--- config.mk ---
export PLATFORM = sky130hd
export DESIGN_NAME = smbus_port_router
export DESIGN_NICKNAME = d
export VERILOG_FILES = /design/src/rtl/smbsel_pkg.sv /design/src/rtl/smbsel_cfg_regs.sv /design/src/rtl/smbsel_sema.sv /design/src/rtl/smbsel_route.sv /design/src/rtl/smbus_port_router.sv
export SDC_FILE = /design/constraint.sdc
export NUM_CORES = 1
export LEC_CHECK = 0
export BUFFER_PORTS_ARGS = -buffer_cell sky130_fd_sc_hd__buf_2
export CAP_MARGIN = 20
export CORE_ASPECT_RATIO = 0.75
export CORE_MARGIN = 2
export CORE_UTILIZATION = 44
export DETAILED_ROUTE_END_ITERATION = 12
export HOLD_SLACK_MARGIN = 0.05
export PLACE_DENSITY = 0.7
export REMOVE_ABC_BUFFERS = 1
export SLEW_MARGIN = 20
export SYNTH_ARGS = -nofsm -noshare
export SYNTH_HDL_FRONTEND = slang
export SYNTH_SLANG_ARGS = --single-unit
--- constraint.sdc ---
create_clock -name clk -period 5.1 [get_ports clk]
set_clock_uncertainty 0.15 [all_clocks]
set_input_delay 0.51 -clock clk [delete_from_list [all_inputs] [get_ports clk]]
set_output_delay 0.51 -clock clk [all_outputs]
set_load 0.02 [all_outputs]
--- src/rtl/smbsel_pkg.sv ---
package smbsel_pkg;
    typedef enum logic [1:0] {
        OWN_NONE = 2'd0,
        OWN_HOST = 2'd1,
        OWN_EC   = 2'd2
    } owner_e;

    localparam logic [7:0] IDX_ALTSEL = 8'h02;
    localparam logic [7:0] IDX_PRIM   = 8'h2C;
    localparam logic [7:0] IDX_SEC    = 8'h2E;
    localparam logic [7:0] IDX_MODE   = 8'h2F;

    localparam int SEL_LSB_STD = 1;
    localparam int SEL_LSB_ALT = 3;
    localparam int SC_REQ_BIT  = 4;
    localparam int SC_REL_BIT  = 5;
endpackage

--- src/rtl/smbsel_cfg_regs.sv ---
module smbsel_cfg_regs
    import smbsel_pkg::*;
#(
    parameter int DW         = 8,
    parameter int PW         = 2,
    parameter int ALT_LAYOUT = 0
) (
    input  logic          clk,
    input  logic          rst_n,
    input  logic          acc_en,
    input  logic          acc_we,
    input  logic          acc_addr,
    input  logic [DW-1:0] acc_wdata,
    output logic [DW-1:0] acc_rdata,
    output logic [PW-1:0] sel_field
);
    typedef struct packed {
        logic [DW-1:0] idx;
        logic [DW-1:0] r_alt;
        logic [DW-1:0] r_prim;
        logic [DW-1:0] r_sec;
        logic [DW-1:0] r_mode;
    } cfg_t;

    cfg_t cfg_d, cfg_q;

    always_comb begin
        cfg_d = cfg_q;
        if (acc_en && acc_we) begin
            if (!acc_addr) begin
                cfg_d.idx = acc_wdata;
            end else begin
                case (cfg_q.idx)
                    IDX_ALTSEL: cfg_d.r_alt  = acc_wdata;
                    IDX_PRIM:   cfg_d.r_prim = acc_wdata;
                    IDX_SEC:    cfg_d.r_sec  = acc_wdata;
                    IDX_MODE:   cfg_d.r_mode = acc_wdata;
                    default:    ;
                endcase
            end
        end
    end

    always_ff @(posedge clk) begin
        if (!rst_n) cfg_q <= '0;
        else        cfg_q <= cfg_d;
    end

    always_comb begin
        if (!acc_addr) begin
            acc_rdata = cfg_q.idx;
        end else begin
            case (cfg_q.idx)
                IDX_ALTSEL: acc_rdata = cfg_q.r_alt;
                IDX_PRIM:   acc_rdata = cfg_q.r_prim;
                IDX_SEC:    acc_rdata = cfg_q.r_sec;
                IDX_MODE:   acc_rdata = cfg_q.r_mode;
                default:    acc_rdata = '0;
            endcase
        end
    end

    generate
        if (ALT_LAYOUT != 0) begin : g_alt
            // narrow layout: only the two lowest ports are reachable
            assign sel_field = PW'(cfg_q.r_alt[SEL_LSB_ALT]);
        end else begin : g_std
            assign sel_field = cfg_q.r_mode[0] ? cfg_q.r_sec[SEL_LSB_STD +: PW]
                                               : cfg_q.r_prim[SEL_LSB_STD +: PW];
        end
    endgenerate
endmodule

--- src/rtl/smbsel_sema.sv ---
module smbsel_sema
    import smbsel_pkg::*;
(
    input  logic   clk,
    input  logic   rst_n,
    input  logic   host_req,
    input  logic   host_rel,
    input  logic   ec_req,
    input  logic   ec_rel,
    output owner_e owner
);
    owner_e own_d, own_q;

    always_comb begin
        own_d = own_q;
        case (own_q)
            OWN_NONE: begin
                if (ec_req)                    own_d = OWN_EC;
                else if (host_req && !host_rel) own_d = OWN_HOST;
            end
            OWN_HOST: if (host_rel) own_d = OWN_NONE;
            OWN_EC:   if (ec_rel)   own_d = OWN_NONE;
            default:  own_d = OWN_NONE;
        endcase
    end

    always_ff @(posedge clk) begin
        if (!rst_n) own_q <= OWN_NONE;
        else        own_q <= own_d;
    end

    assign owner = own_q;
endmodule

--- src/rtl/smbsel_route.sv ---
module smbsel_route
    import smbsel_pkg::*;
#(
    parameter int NPORT = 4,
    localparam int PW   = $clog2(NPORT)
) (
    input  logic             clk,
    input  logic             rst_n,
    input  logic [PW-1:0]    sel_field,
    input  logic             eng_busy,
    input  owner_e           owner,
    output logic [PW-1:0]    active_port,
    output logic [NPORT-1:0] port_en
);
    logic [PW-1:0] act_d, act_q;

    always_comb begin
        act_d = act_q;
        if (!eng_busy) act_d = sel_field;
    end

    always_ff @(posedge clk) begin
        if (!rst_n) act_q <= '0;
        else        act_q <= act_d;
    end

    assign active_port = act_q;

    generate
        for (genvar i = 0; i < NPORT; i++) begin : g_en
            assign port_en[i] = (owner != OWN_NONE) && (act_q == PW'(i));
        end
    endgenerate
endmodule

--- src/rtl/smbus_port_router.sv ---
module smbus_port_router
    import smbsel_pkg::*;
#(
    parameter int NPORT      = 4,
    parameter int DW         = 8,
    parameter int ALT_LAYOUT = 0,
    localparam int PW        = $clog2(NPORT)
) (
    input  logic             clk,
    input  logic             rst_n,
    input  logic             acc_en,
    input  logic             acc_we,
    input  logic             acc_addr,
    input  logic [DW-1:0]    acc_wdata,
    output logic [DW-1:0]    acc_rdata,
    input  logic             sc_we,
    input  logic [DW-1:0]    sc_wdata,
    output logic [DW-1:0]    sc_rdata,
    input  logic             ec_req,
    input  logic             ec_rel,
    output logic             ec_grant,
    input  logic             eng_busy,
    output logic [PW-1:0]    active_port,
    output logic [NPORT-1:0] port_en
);
    logic [PW-1:0] sel_field;
    owner_e        owner;

    smbsel_cfg_regs #(.DW(DW), .PW(PW), .ALT_LAYOUT(ALT_LAYOUT)) u_cfg (
        .clk       (clk),
        .rst_n     (rst_n),
        .acc_en    (acc_en),
        .acc_we    (acc_we),
        .acc_addr  (acc_addr),
        .acc_wdata (acc_wdata),
        .acc_rdata (acc_rdata),
        .sel_field (sel_field)
    );

    smbsel_sema u_sema (
        .clk      (clk),
        .rst_n    (rst_n),
        .host_req (sc_we && sc_wdata[SC_REQ_BIT]),
        .host_rel (sc_we && sc_wdata[SC_REL_BIT]),
        .ec_req   (ec_req),
        .ec_rel   (ec_rel),
        .owner    (owner)
    );

    smbsel_route #(.NPORT(NPORT)) u_route (
        .clk         (clk),
        .rst_n       (rst_n),
        .sel_field   (sel_field),
        .eng_busy    (eng_busy),
        .owner       (owner),
        .active_port (active_port),
        .port_en     (port_en)
    );

    always_comb begin
        sc_rdata = '0;
        sc_rdata[SC_REQ_BIT] = (owner == OWN_HOST);
    end

    assign ec_grant = (owner == OWN_EC);
endmodule

==> summary.json <==
{
  "postSynth.asyncResetShare_pct": 0,
  "synthesized_instance_count": 237,
  "routed_wire_length_um": 4950,
  "gr-usage-all-layers_pct": 18.5,
  "mostFrequentLayoutCells": "44 x sky130_fd_sc_hd__dfxtp_1, 37 x sky130_fd_sc_hd__nand2_1, 34 x sky130_fd_sc_hd__buf_2",
  "synth.cell_area_mm2": 0.00215,
  "wire_per_inst_um": 15.3,
  "globalRouteOverflowTotal": 0,
  "route.antenna.remaining_nets": 0,
  "preCtsSetupSlack_ns": 2.42,
  "gp_congestion": 0.766,
  "fillCellCount": 447,
  "final_layout_size_suffix_gt1_share_pct": 22.6,
  "met2WireLength_um": 2260,
  "rows": 21,
  "multiInputGateArea_mm2": 0.00114,
  "die_w_um": 84.7,
  "route.vias.total": 1785,
  "max-clock-path-buffers": 2,
  "cp_data_required_time_ns": 4.44,
  "signed_area_change_from_the_synthesized_netlist_to_the_final_layout_pct": 10.5,
  "worst_setup_hold_path_clk_slew_ns": 0.08,
  "cts.repair_timing.setup_buffer_count": 0,
  "postLayoutCoreUtil_pct": 51.9,
  "worst-endpoint-arrival_ns": 2.29,
  "p_comb_share_pct": 8.6,
  "unrepaired_setup_endpoints_after_global_routing": "no",
  "chipHeight_um": 64.5,
  "path_category_of_the_worst_min_delay_check": "input pin to register",
  "seqCellArea_um2": 881,
  "dominantRegCellSynth": "sky130_fd_sc_hd__dfxtp_1",
  "die_area_mm2": 0.00546,
  "routed_length_on_met3_um": 323,
  "number_of_antenna_violations_at_the_first_check_in_global_routing": 0,
  "num-nets-final": 290,
  "antennaDiodeCount": 0,
  "setup-violations-final": 0,
  "seq_area_frac_synth_pct": 41.0,
  "fin_hold_ws_ns": 0.260,
  "cts_tree": "done",
  "initial_utilization_pct": 47.0,
  "final_hold_viol_count": 0,
  "cts_num_sinks": 44,
  "cts-hold-fix-buffers": 0,
  "clock_latency_ns": 0.29,
  "critPathKind": "register to output port",
  "via_per_inst": 5.53,
  "p_int_mw": 0.473,
  "clockPowerShare_pct": 36.1,
  "grt_pass1_wl_um": 7920,
  "clock-root-buffer": "sky130_fd_sc_hd__clkbuf_8",
  "slew-limit-headroom_pct": 30.9,
  "p_sw_share_pct": 25.9,
  "maxUsedRoutingLayer": "met4",
  "cp_max_fo": 17,
  "drt-met1-wl_um": 2360,
  "grt_max_degree": 50,
  "syn-mean-instance-area_um2": 9.06,
  "drtPass1Iterations": 4,
  "coreArea_mm2": 0.00457,
  "pwr-share-seq_pct": 55.3,
  "p_per_area_mw_per_mm2": 269,
  "run_status": "finished, final reports clean",
  "total_leakage_power_nw": 0.936,
  "final.setup.tns_ns": 0,
  "cts.htree.levels": 2,
  "synthesis.yosys.warnings": 0,
  "setup_ws_ns": 2.15,
  "yosysUniqueCellTypes": 37,
  "pin_count": 48,
  "instances_no_fill": 323,
  "leading_cell_type_in_the_layout_fill_and_taps_excluded": "sky130_fd_sc_hd__dfxtp_1",
  "detailed_place_hpwl_um": 3350,
  "worst_slew_pin_slew_ns": 1.03,
  "worst_ir_drop_vdd_v": 0.000150,
  "finalCriticalPeriod_ns": 2.95,
  "tritoncts.num_buffers": 5,
  "dr.first_iter.drc_count": 128,
  "finalMaxSlewViolations": 0,
  "drc": 0,
  "yosys_register_bits": 44,
  "synth_edf_count": 0,
  "period_utilization_post_route_pct": 57.8,
  "port_buffers": 34,
  "place.detailed.instances": 315,
  "grt_pass1_vias": 1598,
  "postCtsResizedCells": 0,
  "cp-start-kind": "register",
  "p_switching_mw": 0.166,
  "endpoint_kind": "output port",
  "maxCapViolations": 0,
  "fmaxAchievable_mhz": 339
}
[Yosys cell counts, drive strengths merged, types with 2 or more instances]
library cell  instances  area (um2)
clkbuf                6        26.3
nor3                  6        35.0
nor4b                 2        23.8
a31oi                 2        12.5
dfxtp                44         881
nor4                  3        63.8
inv                   3        11.3
buf                  12        95.1
a221o                 6        61.3
mux2i                26         260
nor2                 19        71.3
and3                  2        13.8
mux2                  8        90.1
o21ai                19        95.1
nand2                37         139
nand3                19        95.1
nor2b                 3        18.8
a211oi                2        15.0
a22oi                 7        52.6
[kinds of logic after synthesis]
logic type,share of synthesized area [%]
AND/OR/NAND/NOR,23.7
AO/OA/AOI/OAI,12.1
buffers and inverters,6.76
multiplexers,16.3
flip-flops,41.0
other,0.175
[state kept, by name, summed over array words and instances (netlist names)]
signal and cells:
u_route.active_port 2, u_sema.owner 2, u_cfg.cfg_q 40
[critical path, cell delays in order (launching register included)]
cell,delay (ns)
sky130_fd_sc_hd__dfxtp_1,0.89
sky130_fd_sc_hd__and4bb_2,0.39
sky130_fd_sc_hd__a22oi_1,0.20
sky130_fd_sc_hd__nor2_1,0.06
sky130_fd_sc_hd__a221o_2,0.29
sky130_fd_sc_hd__buf_2,0.16
[layout make-up]
type                       instances  share of cell area [%]
tap                               57                    3.00
sequential                        44                    37.1
timing repair buffer              34                    7.17
multi-input combinational        176                    48.2
inverter                           4                   0.633
clock buffer                       6                    3.48
clock inverter                     2                   0.422
[final timing paths]
path,from,end,slack [ns],cells past startpoint
max,u_cfg.cfg_q[32]$_SDFFE_PN0P_,acc_rdata[1],2.15,5
min,sc_wdata[5],u_sema.owner[0]$_SDFFE_PN0P_,0.26,2
min reg2reg,u_cfg.cfg_q[13]$_SDFFE_PN0P_,u_cfg.cfg_q[13]$_SDFFE_PN0P_,0.31,2
max reg2reg,u_cfg.cfg_q[32]$_SDFFE_PN0P_,u_cfg.cfg_q[7]$_SDFFE_PN0P_,2.77,3
[metrics by stage]
stage	total power, mW	area, um2
2_1_floorplan	0.390	2040
3_3_place_gp	0.415	2280
3_5_place_dp	0.416	2280
4_1_cts	0.643	2370
5_1_grt	0.664	2370
6_report	0.639	2370
[routing by layer]
layer	GRT usage [%]	vias up
met5	0	-
met4	4.17	0
met3	4.20	2
met2	28.7	49
met1	26.3	843
li1	-	891
[power groups by stage]
stage | Sequential, mW | Combinational [mW] | Clock [mW]
finish | 0.353 | 0.0547 | 0.231
global route | 0.354 | 0.0593 | 0.251
CTS | 0.353 | 0.0545 | 0.236
detailed placement | 0.361 | 0.0543 | 0
global placement | 0.361 | 0.0535 | 0
floorplan | 0.360 | 0.0303 | 0
(Power assumes the default switching activity.)
